===== src/rtl/sync_shaper.sv =====
module sync_shaper #(
  parameter int HS_DLY   = 2,
  parameter int HS_W     = 4,
  parameter int BU_DLY   = 7,
  parameter int BU_W     = 2,
  parameter int VS_LINES = 3
) (
  input  logic clk,
  input  logic rst_n,
  input  logic lclk_stb,
  input  logic half_stb,
  input  logic mode80,
  input  logic ctl_hs,
  input  logic ctl_vs,
  output logic mon_hs,
  output logic mon_vs,
  output logic burst_gate
);
  localparam int HS_END  = HS_DLY + HS_W;
  localparam int BU_END  = BU_DLY + BU_W;
  localparam int AGE_MAX = (HS_END > BU_END) ? HS_END : BU_END;
  localparam int AGE_W   = $clog2(AGE_MAX + 1);
  localparam int LN_W    = $clog2(VS_LINES + 1);

  logic             act;
  logic [AGE_W-1:0] age;
  logic             vs_q, vs_pend, vs_on;
  logic [LN_W-1:0]  lines;

  wire hs_begin = lclk_stb && ctl_hs && act && (age == AGE_W'(HS_DLY - 1));
  wire vs_rise  = lclk_stb && ctl_vs && !vs_q;

  always_ff @(posedge clk or negedge rst_n) begin
    if (!rst_n) begin
      act  <= 1'b0;
      age  <= '0;
      vs_q <= 1'b0;
    end else if (lclk_stb) begin
      act  <= ctl_hs;
      vs_q <= ctl_vs;
      if (ctl_hs && act) begin
        if (age != AGE_W'(AGE_MAX)) age <= age + 1'b1;
      end else begin
        age <= '0;
      end
    end else if (half_stb && mode80 && !ctl_hs) begin
      act <= 1'b0;
    end
  end

  always_ff @(posedge clk or negedge rst_n) begin
    if (!rst_n) begin
      vs_pend <= 1'b0;
      vs_on   <= 1'b0;
      lines   <= '0;
    end else if (hs_begin) begin
      if (vs_pend || vs_rise) begin
        vs_on   <= 1'b1;
        vs_pend <= 1'b0;
        lines   <= LN_W'(1);
      end else if (vs_on) begin
        if (lines == LN_W'(VS_LINES)) vs_on <= 1'b0;
        else lines <= lines + 1'b1;
      end
    end else if (vs_rise) begin
      vs_pend <= 1'b1;
    end
  end

  assign mon_hs     = act && (age >= AGE_W'(HS_DLY)) && (age < AGE_W'(HS_END));
  assign burst_gate = act && (age >= AGE_W'(BU_DLY)) && (age < AGE_W'(BU_END));
  assign mon_vs     = vs_on;
endmodule


===== config.mk =====
export PLATFORM = sky130hd
export DESIGN_NAME = sync_shaper
export DESIGN_NICKNAME = d
export VERILOG_FILES = /design/src/rtl/sync_shaper.sv
export SDC_FILE = /design/constraint.sdc
export NUM_CORES = 1
export LEC_CHECK = 0
export ABC_AREA = 1
export BUFFER_PORTS_ARGS = -buffer_cell sky130_fd_sc_hd__buf_2
export CAP_MARGIN = 10
export CORE_ASPECT_RATIO = 0.7
export CORE_MARGIN = 5
export CORE_UTILIZATION = 34
export CTS_BUF_LIST = sky130_fd_sc_hd__clkbuf_8 sky130_fd_sc_hd__clkbuf_16
export CTS_CLUSTER_SIZE = 20
export DETAILED_ROUTE_END_ITERATION = 8
export GPL_TIMING_DRIVEN = 0
export MAX_ROUTING_LAYER = met4
export PLACE_DENSITY = 0.61
export REMOVE_ABC_BUFFERS = 1
export SETUP_SLACK_MARGIN = 0.3
export SYNTH_ARGS = -nofsm -noshare
export SYNTH_HDL_FRONTEND = slang
export SYNTH_SLANG_ARGS = --single-unit

===== constraint.sdc =====
create_clock -name clk -period 1.9 [get_ports clk]
set_clock_uncertainty 0.2 [all_clocks]
set_input_delay 0.38 -clock clk [delete_from_list [all_inputs] [get_ports clk]]
set_output_delay 0.38 -clock clk [all_outputs]
set_load 0.01 [all_outputs]

Yosys cells after proc, flatten, opt, wreduce, memory -nomap -nowiden
Index checks and enable logic that the tools add are counted.
Widths: inputs -> output; s select.
{"block": "op_classes", "add_sub_neg": 2, "n_lt_le_gt_ge": 4, "n_eq_ne": 6, "mux": 13, "n_reduce_logical": 21}
{"cell": "$logic_and 1x1->1", "n": 12}
{"cell": "$mux 1", "n": 8}
{"cell": "$mux 4", "n": 2}
{"cell": "$mux 2", "n": 3}
{"cell": "$reduce_bool 2->1", "n": 3}
{"cell": "$add 4x1->4 const B", "n": 1}
{"cell": "$eq 4x1->1 const B", "n": 1}
{"cell": "$ge 4x2->1 const B", "n": 1}
{"cell": "$ge 4x3->1 const B", "n": 1}
{"cell": "$lt 4x3->1 const B", "n": 1}
{"cell": "$lt 4x4->1 const B", "n": 1}
{"cell": "$ne 2x1->1 const B", "n": 2}
{"cell": "$ne 4x4->1 const B", "n": 1}
{"cell": "$reduce_and 2->1", "n": 2}
{"cell": "$reduce_and 3->1", "n": 1}
{"cell": "$add 2x1->2 const B", "n": 1}
{"cell": "$eq 2x2->1 const B", "n": 1}
{"cell": "$logic_not 1->1", "n": 2}
{"cell": "$ne 2x2->1 const B", "n": 1}
{"cell": "$logic_or 1x1->1", "n": 1}
{"block": "totals", "register_bits": 10, "inputBits": 7, "output_inout_bits": 3, "word_cells": 52}

Longest topological paths before layout
{"block": "logic_depth", "ltp_word": 5, "mapped_depth": 7, "ltp_nobuf": 7}

Worst setup path before layout
OpenSTA, ideal clock, no wires.
{"block": "synth_timing", "kind": "reg-to-output", "from": "register age[0]", "to": "output mon_hs", "arrival_time_ns": 0.885, "required_time_ns": 1.320, "setup_slack_ns": 0.435, "stages_incl_launch_ff": 5, "n_path_buf": 0, "cell_sequence": "dfrtp_1 > inv_1 > ha_1 > nor3_1 > a21oi_1"}
{"block": "synth_via", "elab_chain_cells": 3, "word_cells_on_any_way": 4, "cone_classes": "order compare (2); reduce/logical (2)"}
{"element": "start, declared", "line": "26", "source": "logic [AGE_W-1:0] age;"}
{"element": "start signal, assigned", "line": "42", "source": "if (age != AGE_W'(AGE_MAX)) age <= age + 1'b1;"}
{"element": "$ge 4x2->1", "line": "70", "source": "assign mon_hs = act && (age >= AGE_W'(HS_DLY)) && (age < AGE_W'(HS_END));"}
{"element": "$logic_and 1x1->1", "line": "70"}
{"element": "$logic_and 1x1->1 (*)", "line": "70"}
{"element": "end, declared", "line": "15", "source": "output logic mon_hs,"}
Every way passes the cells marked *; elsewhere a longest branch is shown, timed or not.

Worst setup path after layout
{"block": "layout_timing", "from": "register age[1]", "to": "output burst_gate"}
{"block": "layout_via", "elab_chain_cells": 3, "word_cells_on_any_way": 4, "cone_classes": "order compare (2); reduce/logical (2)"}
{"element": "$ge 4x3->1", "line": "71", "source": "assign burst_gate = act && (age >= AGE_W'(BU_DLY)) && (age < AGE_W'(BU_END));"}
{"element": "$logic_and 1x1->1", "line": "71"}
{"element": "$logic_and 1x1->1 (*)", "line": "71"}
{"element": "end, declared", "line": "17", "source": "output logic burst_gate"}
Marks and branches as above.

==> reports/qor.csv <==
stage,metric,value,unit
floorplan,core_area,1810,µm²
critical_path,cp-start-kind,register,
timing,hold_slack,0.168,ns
critical_path,path_cells,ha_4 > nand2_2 > inv_2 > nand3_2 > nand2_1 > buf_2,
floorplan,die_y,46.0,µm
pwr,powerDensity,702,nW/µm²
grt,antenna_found_initial,0,
synthesis,yosysSeqAreaShare,39.7,%
floorplan,start_util,34.9,%
place,port_buffers,9,
timing,final.setup.tns,0,ns
routing,highest_layer,met4,
critical_path,required,1.32,ns
timing,fin_crit_sh,94.3,%
synthesis,synth_cell_type_count,18,
status,status,"complete, no violations",
critical_path,crit_slowest_cell,dfrtp_2,
clock_tree,cts_num_sinks,10,
timing,worst_pin_slew,0.247,ns
routing,num_vias,580,
routing,drt_iter0_markers,18,
synthesis,yosys_warnings,0,
place,place_inst,109,
routing,routedWlPerCell,12.1,µm
routing,postRouteAntennaNets,0,
finish,layout_commonest_cell,nand2_1,
synthesis,ys_ff_latch,10,
clock_tree,htreeDepth,1,
finish,most-common-layout-cells,"nand2_1, buf_2, buf_4",
routing,wl_met3,48,µm
floorplan,die_w,61.5,µm
timing,timing.final.hold_violations,0,
floorplan,die_area,2830,µm²
routing,viasPerCell,4.79,
place,hpwlAfterDp,925,µm
timing,period_needed,1.79,ns
pwr,peakVddDrop,0.000480,V
timing,rsz0062_at_grt,yes,
critical_path,critPathBufInv,2,
place,dpl_cell_area,692,µm²
floorplan,io_pins,10,
synthesis,avgSynthCellArea,7.98,µm²
grt,grt_pass1_vias,535,
timing,fmax,558,MHz
worst_hold_path,hp-class,primary input to register,
routing,dr.pass1.iters,4,
place,gp_congestion,0.804,
finish,nNetsFinal,113,
critical_path,cp_top_family,flip-flops,
floorplan,row_count,13,
finish,area_growth,36.3,%
grt,track_usage,12.4,%
finish,drive_gt1_share,40.4,%
clock_tree,clock_latency,0.24,ns
critical_path,crit_type,register to primary output,
synthesis,syn-cell-area,631,µm²
routing,met1_length,606,µm
routing,dr_wl_met2,784,µm
grt,overflow,0,
routing,drt-total-wl,1.47,mm
clock_tree,cts_buffer_depth,2,
timing,drv_slew,0,
pwr,total_power,604,µW
routing,drc,0,
grt,grt_pass1_wl,2.36,mm
pwr,p_leak,0.409,nW
critical_path,worstPathMaxFanout,4,
finish,finalInstanceArea,860,µm²
flow_run,maxCapViolCount,0,
synthesis,synthCells,79,
critical_path,cp.arrival,1.21,ns
grt,grt_max_degree,12,
clock_tree,cts-root-buf,clkbuf_8,
clock_tree,clk_pin_slew,0.04,ns
clock_tree,cts_made_buffers,3,
critical_path,crit_path_max_incr_delay,0.46,ns
clock_tree,cts_tree,built,
finish,fin_cells,121,
timing,maxSlewHeadroom,83.5,%
timing,setup_viol,0,
critical_path,endpoint_kind,primary output,
finish,antennaDiodeCount,0,
-- registers in the layout, indices dropped and copies added, names as in the netlist --
signal   flops
act          1
lines        2
vs_q         1
vs_pend      1
mon_vs       1
age          4
-- stage by stage --
step,utilization (%),setup slack (ns)
after floorplan,-,0.435
after global placement,38.3,0.270
after detailed placement,38.3,0.235
after CTS,45.0,0.109
after global routing,47.6,0.0486
final,47.6,0.108
-- power breakdown --
part           total (mW)  switching [mW]  leakage [nW]  internal, mW
clock               0.217          0.0785        0.0216         0.138
sequential          0.267          0.0265         0.123         0.240
combinational       0.120          0.0663         0.265        0.0541
total               0.604           0.171         0.409         0.433
-- cell families (layout without fill, tap and decap cells) --
group                    count (synthesis)  count (layout)  synth area share, %
AO/OA/AOI/OAI                           11              11                 10.1
flip-flops                              10              10                 39.7
adder cells (fa/ha/maj)                  5               5                 9.92
buffers and inverters                   13              33                 8.93
AND/OR/NAND/NOR                         40              40                 31.3
-- final timing paths --
path | depth (start not counted) | slack, ns | startpoint | end
worst max-delay path | 6 | 0.11 | age[1] | burst_gate
worst min-delay path | 3 | 0.17 | ctl_vs | vs_q
worst max register to register | 9 | 0.19 | age[1] | lines[1]
worst min register to register | 2 | 0.31 | lines[1] | lines[1]
max in group asynchronous | 2 | 0.95 | rst_n | age[1]
min in group asynchronous | 2 | 0.34 | rst_n | vs_pend
-- synth_stat cells --
library cell | n | area, µm²
o21bai_1 | 1 | 7.51
nand2_2 | 1 | 6.26
ha_1 | 5 | 62.6
nor2_1 | 4 | 15.0
nand2_1 | 20 | 75.1
o21ai_1 | 1 | 5.00
dfrtp_1 | 10 | 250
nand3_1 | 6 | 30.0
o21ai_0 | 4 | 20.0
inv_1 | 12 | 45.0
nor2_4 | 1 | 11.3
o21ai_2 | 1 | 8.76
a21oi_1 | 3 | 15.0
nor3_1 | 1 | 5.00
nand4_1 | 4 | 25.0
buf_6 | 1 | 11.3
o211ai_1 | 1 | 7.51
nand3_2 | 3 | 30.0
-- cell type report --
class / instances / area (µm²)
clock buffers: 3 / 41.3
flip-flops and latches: 10 / 254
fillers: 159 / 946
repair buffers: 18 / 115
inverters: 12 / 47.5
well taps: 22 / 27.5
multi-input cells: 56 / 374
-- routing by layer --
layer  track usage (%)  vias to the layer above
met3              3.40                        4
met4              8.90                        0
met5                 -                        -
met2              19.6                       12
li1                  -                      300
met1              13.3                      264
-- worst reg2reg max path, cell delays in order, from the launching register on --
cell and delay [ns]:
dfrtp_2 0.46, inv_2 0.12, buf_4 0.12, buf_4 0.09, ha_1 0.18, nand3_2 0.11, nor2_4 0.13, nand2_2 0.08
nand2_1 0.07, nand2_1 0.05
-- timing repair --
action,CTS,global route
buffers inserted,5,3
setup endpoints to repair,2,7
pin swaps,3,4
gates resized for setup,9,9
hold buffers,1,0
hold endpoints to repair,10,0
Note: power is estimated with default switching activity, not from simulation.
